[src/rtl/aud_clk_pkg.sv]
package aud_clk_pkg;

  localparam int CTRL_W        = 32;
  localparam int RATIO_W       = 8;
  localparam int FRAME_LOG_MIN = 4;
  localparam int FRAME_LOG_MAX = 8;

  // control word bit positions (decoded by software-facing neighbours)
  localparam int B_MODE  = 15;
  localparam int B_BINV  = 14;
  localparam int B_LNORM = 13;
  localparam int B_BDIV  = 9;
  localparam int B_FDIV  = 6;
  localparam int B_FMT   = 2;

  typedef enum logic [1:0] {
    FMT_I2S   = 2'd0,
    FMT_LEFT  = 2'd1,
    FMT_RIGHT = 2'd2,
    FMT_PCM   = 2'd3
  } fmt_e;

  typedef struct packed {
    logic       bclk_inv;
    logic       lrck_norm;
    logic [3:0] bdiv;
    logic [2:0] fdiv;
    fmt_e       fmt;
  } clk_cfg_t;

  localparam clk_cfg_t CFG_RESET = '{bclk_inv: 1'b0, lrck_norm: 1'b1,
                                     bdiv: 4'd1, fdiv: 3'd0, fmt: FMT_I2S};

  function automatic logic [RATIO_W-1:0] ratio_of(input logic [3:0] code);
    case (code)
      4'd0:    return RATIO_W'(1);
      4'd1:    return RATIO_W'(2);
      4'd2:    return RATIO_W'(4);
      4'd3:    return RATIO_W'(6);
      4'd4:    return RATIO_W'(8);
      4'd5:    return RATIO_W'(12);
      4'd6:    return RATIO_W'(16);
      4'd7:    return RATIO_W'(24);
      4'd8:    return RATIO_W'(32);
      4'd9:    return RATIO_W'(48);
      4'd10:   return RATIO_W'(64);
      4'd11:   return RATIO_W'(96);
      4'd12:   return RATIO_W'(128);
      default: return RATIO_W'(192);
    endcase
  endfunction

  function automatic logic [3:0] frame_log(input logic [2:0] code);
    if (code > 3'd4) return 4'(FRAME_LOG_MAX);
    return 4'(code) + 4'(FRAME_LOG_MIN);
  endfunction

endpackage

[src/rtl/aud_cfg_reg.sv]
module aud_cfg_reg
  import aud_clk_pkg::*;
#(
  parameter int ADDR_W    = 8,
  parameter int CTRL_ADDR = 0
) (
  input  logic              clk,
  input  logic              rst_n,
  input  logic              wr_en,
  input  logic [ADDR_W-1:0] addr,
  input  logic [CTRL_W-1:0] wdata,
  output clk_cfg_t          cfg,
  output logic              follower
);

  logic hit;
  logic unused_wdata;

  assign hit          = wr_en && (addr == ADDR_W'(CTRL_ADDR));
  assign unused_wdata = ^{wdata[CTRL_W-1:16], wdata[5:4], wdata[1:0]};

  always_ff @(posedge clk or negedge rst_n) begin
    if (!rst_n) begin
      cfg      <= CFG_RESET;
      follower <= 1'b0;
    end else if (hit) begin
      cfg.bclk_inv  <= wdata[B_BINV];
      cfg.lrck_norm <= wdata[B_LNORM];
      cfg.bdiv      <= wdata[B_BDIV +: 4];
      cfg.fdiv      <= wdata[B_FDIV +: 3];
      cfg.fmt       <= fmt_e'(wdata[B_FMT +: 2]);
      follower      <= wdata[B_MODE];
    end
  end

endmodule

[src/rtl/aud_bclk_div.sv]
module aud_bclk_div
  import aud_clk_pkg::*;
(
  input  logic       clk,
  input  logic       rst_n,
  input  logic       run,
  input  logic [3:0] bdiv,
  output logic       bclk,
  output logic       tick
);

  localparam int CNT_W = RATIO_W - 1;

  logic [RATIO_W-1:0] ratio;
  logic [CNT_W-1:0]   half;
  logic [CNT_W-1:0]   cnt;
  logic               bclk_q;
  logic               pass;
  logic               at_half;

  assign ratio   = ratio_of(bdiv);
  assign half    = ratio[RATIO_W-1:1];
  assign pass    = (ratio == RATIO_W'(1));
  assign at_half = (cnt == half - 1'b1);

  always_ff @(posedge clk or negedge rst_n) begin
    if (!rst_n) begin
      cnt    <= '0;
      bclk_q <= 1'b0;
    end else if (!run || pass) begin
      cnt    <= '0;
      bclk_q <= 1'b0;
    end else if (at_half) begin
      cnt    <= '0;
      bclk_q <= ~bclk_q;
    end else begin
      cnt <= cnt + 1'b1;
    end
  end

  // a bit period ends on the falling edge of the generated clock
  assign tick = run && (pass || (at_half && bclk_q));
  assign bclk = pass ? clk : bclk_q;

endmodule

[src/rtl/aud_frame_gen.sv]
module aud_frame_gen
  import aud_clk_pkg::*;
#(
  parameter int SLOT_W = FRAME_LOG_MAX
) (
  input  logic              clk,
  input  logic              rst_n,
  input  logic              run,
  input  logic              tick,
  input  clk_cfg_t          next_cfg,
  output clk_cfg_t          cur_cfg,
  output logic [SLOT_W-1:0] slot,
  output logic [SLOT_W-1:0] last_slot,
  output logic              lrck_raw,
  output logic              frame_start
);

  logic [3:0]        flog;
  logic [SLOT_W:0]   len_ext;
  logic              wrap;
  logic [SLOT_W-1:0] nxt;
  logic              start_i2s;
  logic [SLOT_W-1:0] start_pos;

  assign flog      = frame_log(cur_cfg.fdiv);
  assign len_ext   = (SLOT_W+1)'(1) << flog;
  assign last_slot = SLOT_W'(len_ext - 1'b1);
  assign wrap      = tick && (slot == last_slot);
  assign nxt       = wrap ? '0 : slot + 1'b1;
  // the frame about to begin uses the settings switched in at the wrap
  assign start_i2s = wrap ? (next_cfg.fmt == FMT_I2S) : (cur_cfg.fmt == FMT_I2S);
  assign start_pos = SLOT_W'(start_i2s);

  always_ff @(posedge clk or negedge rst_n) begin
    if (!rst_n) begin
      slot        <= '0;
      frame_start <= 1'b0;
      cur_cfg     <= CFG_RESET;
    end else if (!run) begin
      slot        <= '0;
      frame_start <= 1'b0;
      cur_cfg     <= next_cfg;
    end else begin
      frame_start <= tick && (nxt == start_pos);
      if (tick) slot <= nxt;
      if (wrap) cur_cfg <= next_cfg;
    end
  end

  assign lrck_raw = (cur_cfg.fmt == FMT_PCM) ? (slot == '0) : (slot > (last_slot >> 1));

endmodule

[src/rtl/aud_clkgen.sv]
module aud_clkgen
  import aud_clk_pkg::*;
#(
  parameter int ADDR_W    = 8,
  parameter int CTRL_ADDR = 0
) (
  input  logic                     clk,
  input  logic                     rst_n,
  input  logic                     cfg_wr_en,
  input  logic [ADDR_W-1:0]        cfg_addr,
  input  logic [31:0]              cfg_wdata,
  input  logic                     bclk_in,
  input  logic                     lrck_in,
  output logic                     bclk_out,
  output logic                     lrck_out,
  output logic                     frame_start,
  output logic [FRAME_LOG_MAX-1:0] slot_cnt
);

  localparam int SLOT_W = FRAME_LOG_MAX;

  clk_cfg_t          shadow_cfg;
  clk_cfg_t          cur_cfg;
  logic              follower;
  logic              bclk_gen;
  logic              tick;
  logic              lrck_raw;
  logic [SLOT_W-1:0] last_slot;

  aud_cfg_reg #(.ADDR_W(ADDR_W), .CTRL_ADDR(CTRL_ADDR)) u_cfg (
    .clk      (clk),
    .rst_n    (rst_n),
    .wr_en    (cfg_wr_en),
    .addr     (cfg_addr),
    .wdata    (cfg_wdata),
    .cfg      (shadow_cfg),
    .follower (follower)
  );

  aud_bclk_div u_div (
    .clk   (clk),
    .rst_n (rst_n),
    .run   (!follower),
    .bdiv  (cur_cfg.bdiv),
    .bclk  (bclk_gen),
    .tick  (tick)
  );

  aud_frame_gen #(.SLOT_W(SLOT_W)) u_frame (
    .clk         (clk),
    .rst_n       (rst_n),
    .run         (!follower),
    .tick        (tick),
    .next_cfg    (shadow_cfg),
    .cur_cfg     (cur_cfg),
    .slot        (slot_cnt),
    .last_slot   (last_slot),
    .lrck_raw    (lrck_raw),
    .frame_start (frame_start)
  );

  assign bclk_out = (follower ? bclk_in : bclk_gen) ^ cur_cfg.bclk_inv;
  assign lrck_out = (follower ? lrck_in : lrck_raw) ^ ~cur_cfg.lrck_norm;

endmodule

[config.mk]
export PLATFORM = sky130hd
export DESIGN_NAME = aud_clkgen
export DESIGN_NICKNAME = d
export VERILOG_FILES = /design/src/rtl/aud_clk_pkg.sv /design/src/rtl/aud_cfg_reg.sv /design/src/rtl/aud_bclk_div.sv /design/src/rtl/aud_frame_gen.sv /design/src/rtl/aud_clkgen.sv
export SDC_FILE = /design/constraint.sdc
export NUM_CORES = 1
export LEC_CHECK = 0
export BUFFER_PORTS_ARGS = -buffer_cell sky130_fd_sc_hd__buf_4
export CELL_PAD_IN_SITES_DETAIL_PLACEMENT = 0
export CELL_PAD_IN_SITES_GLOBAL_PLACEMENT = 1
export CORE_MARGIN = 5
export CORE_UTILIZATION = 40
export CTS_BUF_LIST = sky130_fd_sc_hd__clkbuf_4 sky130_fd_sc_hd__clkbuf_8
export DETAILED_ROUTE_END_ITERATION = 16
export GPL_TIMING_DRIVEN = 0
export PLACE_DENSITY_LB_ADDON = 0.1
export SLEW_MARGIN = 25
export SYNTH_ARGS = -nofsm -noshare
export SYNTH_HDL_FRONTEND = slang
export SYNTH_SLANG_ARGS = --single-unit
[constraint.sdc]
create_clock -name clk -period 4.5 [get_ports clk]
set_clock_uncertainty 0.1 [all_clocks]
set_input_delay 0.45 -clock clk [delete_from_list [all_inputs] [get_ports clk]]
set_output_delay 0.45 -clock clk [all_outputs]
set_load 0.02 [all_outputs]
==> flow_metrics.py, run 1 <==
metrics = {
    "routing": {
        "dr.pass1.iters": 4,
        "wire_per_inst_um": 14.9,
        "via_per_inst": 5.22,
        "drt_iter0_drc": 74,
        "num_vias": 1901,
        "routed_wirelength_um": 5440,
        "ant_nets": 0,
        "drc": 0,
    },
    "clock_network": {
        "path_clk_slew_ns": 0.09,
        "cts_tree": "done",
        "cts_resized": 0,
        "clk_latency_ns": 0.41,
        "post_cts_buffers": 0,
    },
    "setup_path": {
        "endpoint_kind": "output pin",
        "crit_type": "clock port to output pin",
        "r2r_start": "u_frame.cur_cfg[8]$_DFFE_PN0P_",
        "crit_fanout": 2,
        "crit_required_ns": 3.95,
        "crit_arrival_ns": 3.04,
        "r2r_end": "u_frame.cur_cfg[10]$_DFFE_PN0P_",
        "ff2ff_setup_slack_ns": 0.96,
        "startpoint_type": "clock port",
        "rr_worst_depth": 12,
    },
    "min_path": {
        "holdCritStartpoint": "cfg_wdata[7]",
        "holdPathEnd": "u_cfg.cfg[3]$_DFFE_PN0P_",
        "hold_path_class": "primary input to flop",
        "holdPathStages": 2,
    },
    "outcome": {
        "status": "complete, no violations",
    },
    "global_routing": {
        "use_met2": 0.219,
        "grt_usage": 0.157,
        "grt_pass1_wl_um": 9320,
        "grt_busiest_layer": "met1",
        "grt_max_degree": 41,
        "overflow": 0,
        "met1_usage": 0.225,
        "grt_pass1_vias": 1888,
        "met3_usage": 0.0475,
        "grt_antenna_before_repair": 0,
    },
    "placement": {
        "place_hpwl_um": 3910,
        "place_ws_ns": 0.937,
        "gp_congestion": 0.741,
        "dp_cells": 352,
        "port_buffers": 35,
    },
    "floorplan": {
        "dieArea_um2": 7800,
        "pin_count": 56,
        "die_h_um": 88.3,
        "start_util": 0.412,
        "die_w_um": 88.3,
        "rows": 28,
        "core_um2": 5960,
    },
    "sta": {
        "fin_ws_ns": 0.909,
        "rsz0062_at_grt": "no",
        "finalHoldViolCount": 0,
        "whs_ns": 0.166,
        "setup_viol": 0,
        "maxSlewHeadroom": 0.499,
        "maxSlewViolCount": 0,
        "tightest_slew_ns": 0.749,
        "fin_tns_setup_ns": 0,
    },
    "job": {
        "drv_cap": 0,
    },
    "synth": {
        "postSynthCellCount": 242,
        "yosysSeqAreaShare": 0.410,
        "ys_seq_elements": 40,
        "synth_edf_count": 0,
        "synthArstFlopShare": 1.00,
        "syn_area_um2": 2450,
        "syn-num-nets": 297,
        "avgSynthCellArea_um2": 10.1,
        "yosys_warnings": 0,
        "ys_dominant_reg_cell": "dfrtp_1",
        "synth_cell_types": 53,
    },
    "power_and_ir_drop": {
        "swShare": 0.406,
        "power.density_nw_per_um2": 556,
        "p_leak_nw": 1.37,
        "vdd_ir_drop_max_mv": 0.274,
        "intPower_w": 0.000983,
        "p_seq_frac": 0.288,
        "p_switching_w": 0.000673,
        "pwr-share-clk": 0.260,
        "p_comb_frac": 0.452,
    },
    "finish": {
        "fin_util": 0.500,
        "nNetsFinal": 343,
        "antenna_cells": 0,
        "area_delta_synth_final_pct": 21.3,
        "drive_gt1_frac": 0.287,
        "final_common_cell": "dfrtp_1",
        "final_cells": 364,
        "final_cell_mix": "dfrtp_1 (36), buf_4 (35), nor2_1 (22)",
    },
}
-- layer usage --
| layer | vias to the layer above | wire length, µm |
|---|---|---|
| met5 | - | 0 |
| met4 | 0 | 85 |
| met3 | 8 | 365 |
| met2 | 52 | 2300 |
| met1 | 888 | 2680 |
| li1 | 953 | - |
-- synth_stat cells (all sizes together), types with 2 or more instances --
cell type | instances | area [µm²]
o211ai | 2 | 15.0
mux2 | 18 | 221
clkbuf | 8 | 30.0
ha | 10 | 125
o21bai | 2 | 18.8
xor2 | 10 | 87.6
or2 | 3 | 18.8
a22o | 4 | 35.0
dfrtp | 36 | 901
a31oi | 3 | 33.8
nand2 | 15 | 56.3
a21oi | 2 | 10.0
a21o | 4 | 30.0
o21ai | 16 | 80.1
nor3 | 4 | 20.0
and3 | 7 | 43.8
nand2b | 2 | 12.5
dfstp | 4 | 105
buf | 6 | 47.5
nand3 | 12 | 60.1
o31ai | 5 | 37.5
nor4 | 4 | 31.3
nor3b | 2 | 15.0
nor2b | 4 | 40.0
xnor2 | 9 | 78.8
inv | 8 | 30.0
a2111oi | 2 | 37.5
mux2i | 2 | 20.0
nor2 | 22 | 82.6
a211oi | 2 | 15.0
-- worst max path at each step --
stage               slack [ns]                      startpoint  cells past startpoint                             end
CTS                       0.88                             clk                      6                        bclk_out
floorplan                 1.13                             clk                      3                        bclk_out
detailed placement        0.94  u_frame.cur_cfg[8]$_DFFE_PN0P_                     12  u_frame.cur_cfg[2]$_DFFE_PN0P_
global route              0.74  u_frame.cur_cfg[8]$_DFFE_PN0P_                     12  u_frame.cur_cfg[2]$_DFFE_PN0P_
finish                    0.91                             clk                      6                        bclk_out
global placement          0.97  u_frame.cur_cfg[8]$_DFFE_PN0P_                     12  u_frame.cur_cfg[3]$_DFFE_PN0P_
-- through the flow --
step                cell area (µm²)  power [W]
floorplan                      2450    0.00105
global placement               2810    0.00128
detailed placement             2810    0.00128
CTS                            2980    0.00168
global route                   2980    0.00180
finish                         2980    0.00166
-- repair_timing --
item	4_1_cts	5_1_grt
hold buffers	1	0
hold endpoints to repair	36	0
setup endpoints to repair	0	0
-- kinds of logic (layout without fill, tap and decap cells) --
logic type                 count (synthesis)  in the layout  share of synthesized area
buffers and inverters                     22             69                     0.0438
AOI/OAI and AO/OA                         48             48                      0.148
DFF                                       40             40                      0.410
adders and majority gates                 10             10                     0.0510
xor gates and xnor gates                  19             19                     0.0678
other                                      1              1                    0.00153
and+or+nand+nor                           82             82                      0.180
muxes                                     20             20                     0.0984
-- area by class of cell --
cell class	instances	area, µm²
clock buffer	9	118
buffer	14	77.6
tap	75	93.8
clock inverter	3	46.3
timing repair buffer	35	265
fill	571	2980
sequential	40	1010
multi-input combinational	180	1340
inverter	8	30.0
-- critical path, cell delays in order --
cell	delay [ns]
clkbuf_8	0.11
clkbuf_8	0.12
mux2i_1	0.11
o21ai_0	0.10
xor2_1	0.18
buf_4	0.17
-- registers in the layout (all words and copies together) (netlist names) --
signal / flops
u_div.cnt: 7
u_cfg.cfg: 11
u_frame.frame_start: 1
u_div.bclk_q: 1
u_frame.slot: 8
u_cfg.follower: 1
u_frame.cur_cfg: 11
-- power by group through the flow --
stage                     registers [W]  logic, W  clock network, W
after floorplan                0.000504  0.000510         0.0000333
after CTS                      0.000479  0.000759          0.000441
after detailed placement       0.000486  0.000754         0.0000447
after global placement         0.000485  0.000748         0.0000447
after global routing           0.000489  0.000848          0.000459
final                          0.000477  0.000749          0.000430
(Power assumes the default switching activity.)
==> run 2: changes to the inputs <==
--- a/config.mk
+++ b/config.mk
@@ -9,7 +9,7 @@
 export CELL_PAD_IN_SITES_DETAIL_PLACEMENT = 0
 export CELL_PAD_IN_SITES_GLOBAL_PLACEMENT = 1
 export CORE_MARGIN = 5
-export CORE_UTILIZATION = 40
+export CORE_UTILIZATION = 39
 export CTS_BUF_LIST = sky130_fd_sc_hd__clkbuf_4 sky130_fd_sc_hd__clkbuf_8
 export DETAILED_ROUTE_END_ITERATION = 16
 export GPL_TIMING_DRIVEN = 0
==> constraint.sdc (replaced) <==
create_clock -name clk -period 3.29 [get_ports clk]
set_clock_uncertainty 0.1 [all_clocks]
set_input_delay 0.329 -clock clk [delete_from_list [all_inputs] [get_ports clk]]
set_output_delay 0.329 -clock clk [all_outputs]
set_load 0.02 [all_outputs]
==> run 2 against run 1 <==
Final area is 4.9% higher. Non-clock buffer count is 7 higher. Highest routed layer unchanged. Clock power is 46% higher. Combinational power is 48% higher. Setup slack worse by 0.76 ns. Wire length is 3.4% higher. Worst hold slack worse by 0.10 ns. Via count is 1.5% higher.
==> flow_metrics.py, run 2 (synthesis gave the netlist of run 1 again) <==
metrics = {
    "outcome": {
        "status": "complete, no violations",
    },
    "floorplan": {
        "die_w_um": 89.3,
        "start_util": 0.393,
        "die_h_um": 89.3,
        "dieArea_um2": 7980,
        "pin_count": 56,
        "rows": 29,
        "core_um2": 6240,
    },
    "global_routing": {
        "grt_antenna_before_repair": 0,
        "grt_max_degree": 41,
        "grt_pass1_vias": 1993,
        "met1_usage": 0.193,
        "use_met2": 0.263,
        "grt_busiest_layer": "met2",
        "grt_pass1_wl_um": 9430,
        "met3_usage": 0.0470,
        "overflow": 0,
        "grt_usage": 0.157,
    },
    "setup_path": {
        "crit_slowest_cell": "or4_4",
        "r2r_end": "u_frame.cur_cfg[10]$_DFFE_PN0P_",
        "r2r_start": "u_frame.cur_cfg[6]$_DFFE_PN0P_",
        "startpoint_type": "flop",
        "cp_top_family": "simple AND/OR/NAND/NOR gates",
        "crit_type": "flop to flop",
        "ff2ff_setup_slack_ns": 0.15,
        "crit_fanout": 6,
        "endpoint": "u_frame.cur_cfg[10]$_DFFE_PN0P_",
        "slowest_delay_ns": 0.48,
        "rr_worst_depth": 12,
        "crit_cells": 12,
        "path_cells": "buf_6 -> mux2i_1 -> or2_4 -> ha_4 -> inv_2 -> or4_4 -> a21o_1 -> a2111oi_4 -> a31oi_4 -> nor2b_4 -> buf_8 -> mux2_4",
        "crit_required_ns": 3.47,
        "crit_arrival_ns": 3.32,
        "cp-startpoint": "u_frame.cur_cfg[6]$_DFFE_PN0P_",
        "crit_buf_inv": 3,
        "endpoint_kind": "flop",
    },
    "sta": {
        "rsz0062_at_grt": "yes",
        "setup_viol": 0,
        "fmax_mhz": 318,
        "maxSlewHeadroom": 0.574,
        "fin_crit_sh": 0.954,
        "whs_ns": 0.0607,
        "tightest_slew_ns": 0.634,
        "fin_crit_ns": 3.14,
        "finalHoldViolCount": 0,
        "maxSlewViolCount": 0,
        "fin_tns_setup_ns": 0,
    },
    "power_and_ir_drop": {
        "p_leak_nw": 1.44,
        "power.density_nw_per_um2": 769,
        "fin_total_pwr_w": 0.00240,
        "vdd_ir_drop_max_mv": 0.323,
    },
    "finish": {
        "largestRegisters": "u_cfg.cfg: 11 flops, u_frame.cur_cfg: 11 flops, u_frame.slot: 8 flops",
        "final_common_cell": "buf_4",
        "final_cell_mix": "buf_4 (44), dfrtp_1 (35), nor2_1 (22)",
        "final_area_um2": 3120,
        "nNetsFinal": 350,
        "final_cells": 372,
        "area_delta_synth_final_pct": 27.2,
        "fillers": 601,
        "antenna_cells": 0,
        "drive_gt1_frac": 0.339,
    },
    "placement": {
        "place_hpwl_um": 3930,
        "placed_area_um2": 2810,
        "dp_cells": 354,
        "gp_congestion": 0.749,
        "port_buffers": 35,
    },
    "routing": {
        "dr.pass1.iters": 4,
        "via_per_inst": 5.19,
        "num_vias": 1929,
        "wire_per_inst_um": 15.1,
        "ant_nets": 0,
        "drt_iter0_drc": 36,
        "routed_wirelength_um": 5620,
        "drc": 0,
    },
    "clock_network": {
        "cts_tree": "done",
        "clk_latency_ns": 0.39,
        "path_clk_slew_ns": 0.08,
    },
    "min_path": {
        "hold_path_class": "primary input to flop",
    },
    "job": {
        "drv_cap": 0,
    },
}
run 2: cell type report:
type,instances,area (µm²),share of cell area
Buffer,12,72.6,0.0232
Clock buffer,9,118,0.0377
Clock inverter,2,60.1,0.0192
Inverter,8,30.0,0.00962
Multi-Input combinational cell,180,1410,0.450
Sequential cell,40,1010,0.323
Tap cell,77,96.3,0.0308
Timing Repair Buffer,44,333,0.107
run 2: per-stage QoR:
stage | utilization | setup WS (ns)
floorplan | - | 0.118
global placement | 0.451 | -0.282
detailed placement | 0.451 | -0.270
CTS | 0.489 | 0.00564
global route | 0.500 | -0.0171
finish | 0.500 | 0.150
run 2: per-layer routing:
metal	routed length, µm	part of all wire	vias up
met5	0	0	-
met4	21	0.0037	0
met3	153	0.027	2
met2	2970	0.53	26
met1	2480	0.44	933
li1	-	-	968
run 2: how the worst min path moves through the flow:
stage                  from                          end  slack (ns)  cells after the start
4_1_cts        cfg_wdata[2]     u_cfg.cfg[0]$_DFFE_PN0P_        0.05                      2
5_1_grt        cfg_wdata[7]     u_cfg.cfg[3]$_DFFE_PN0P_        0.04                      2
2_1_floorplan         rst_n     u_cfg.cfg[0]$_DFFE_PN0P_       -0.07                      0
3_3_place_gp          rst_n  u_frame.slot[0]$_DFFE_PN0P_        0.25                      1
6_report       cfg_wdata[2]     u_cfg.cfg[0]$_DFFE_PN0P_        0.06                      2
3_5_place_dp          rst_n  u_frame.slot[0]$_DFFE_PN0P_        0.25                      1
run 2: where the power goes:
part / internal [W] / leakage (nW) / switching [W] / total (W)
clock: 0.000407 / 0.107 / 0.000219 / 0.000626
combinational: 0.000496 / 0.799 / 0.000615 / 0.00111
sequential: 0.000572 / 0.530 / 0.0000922 / 0.000664
run 2: repair_timing:
item	4_1_cts	5_1_grt
buffers inserted	5	4
hold endpoints to repair	36	0
resized for setup	8	8
hold buffers	1	0
pin swaps	6	5
endpoints found under the setup margin	19	19
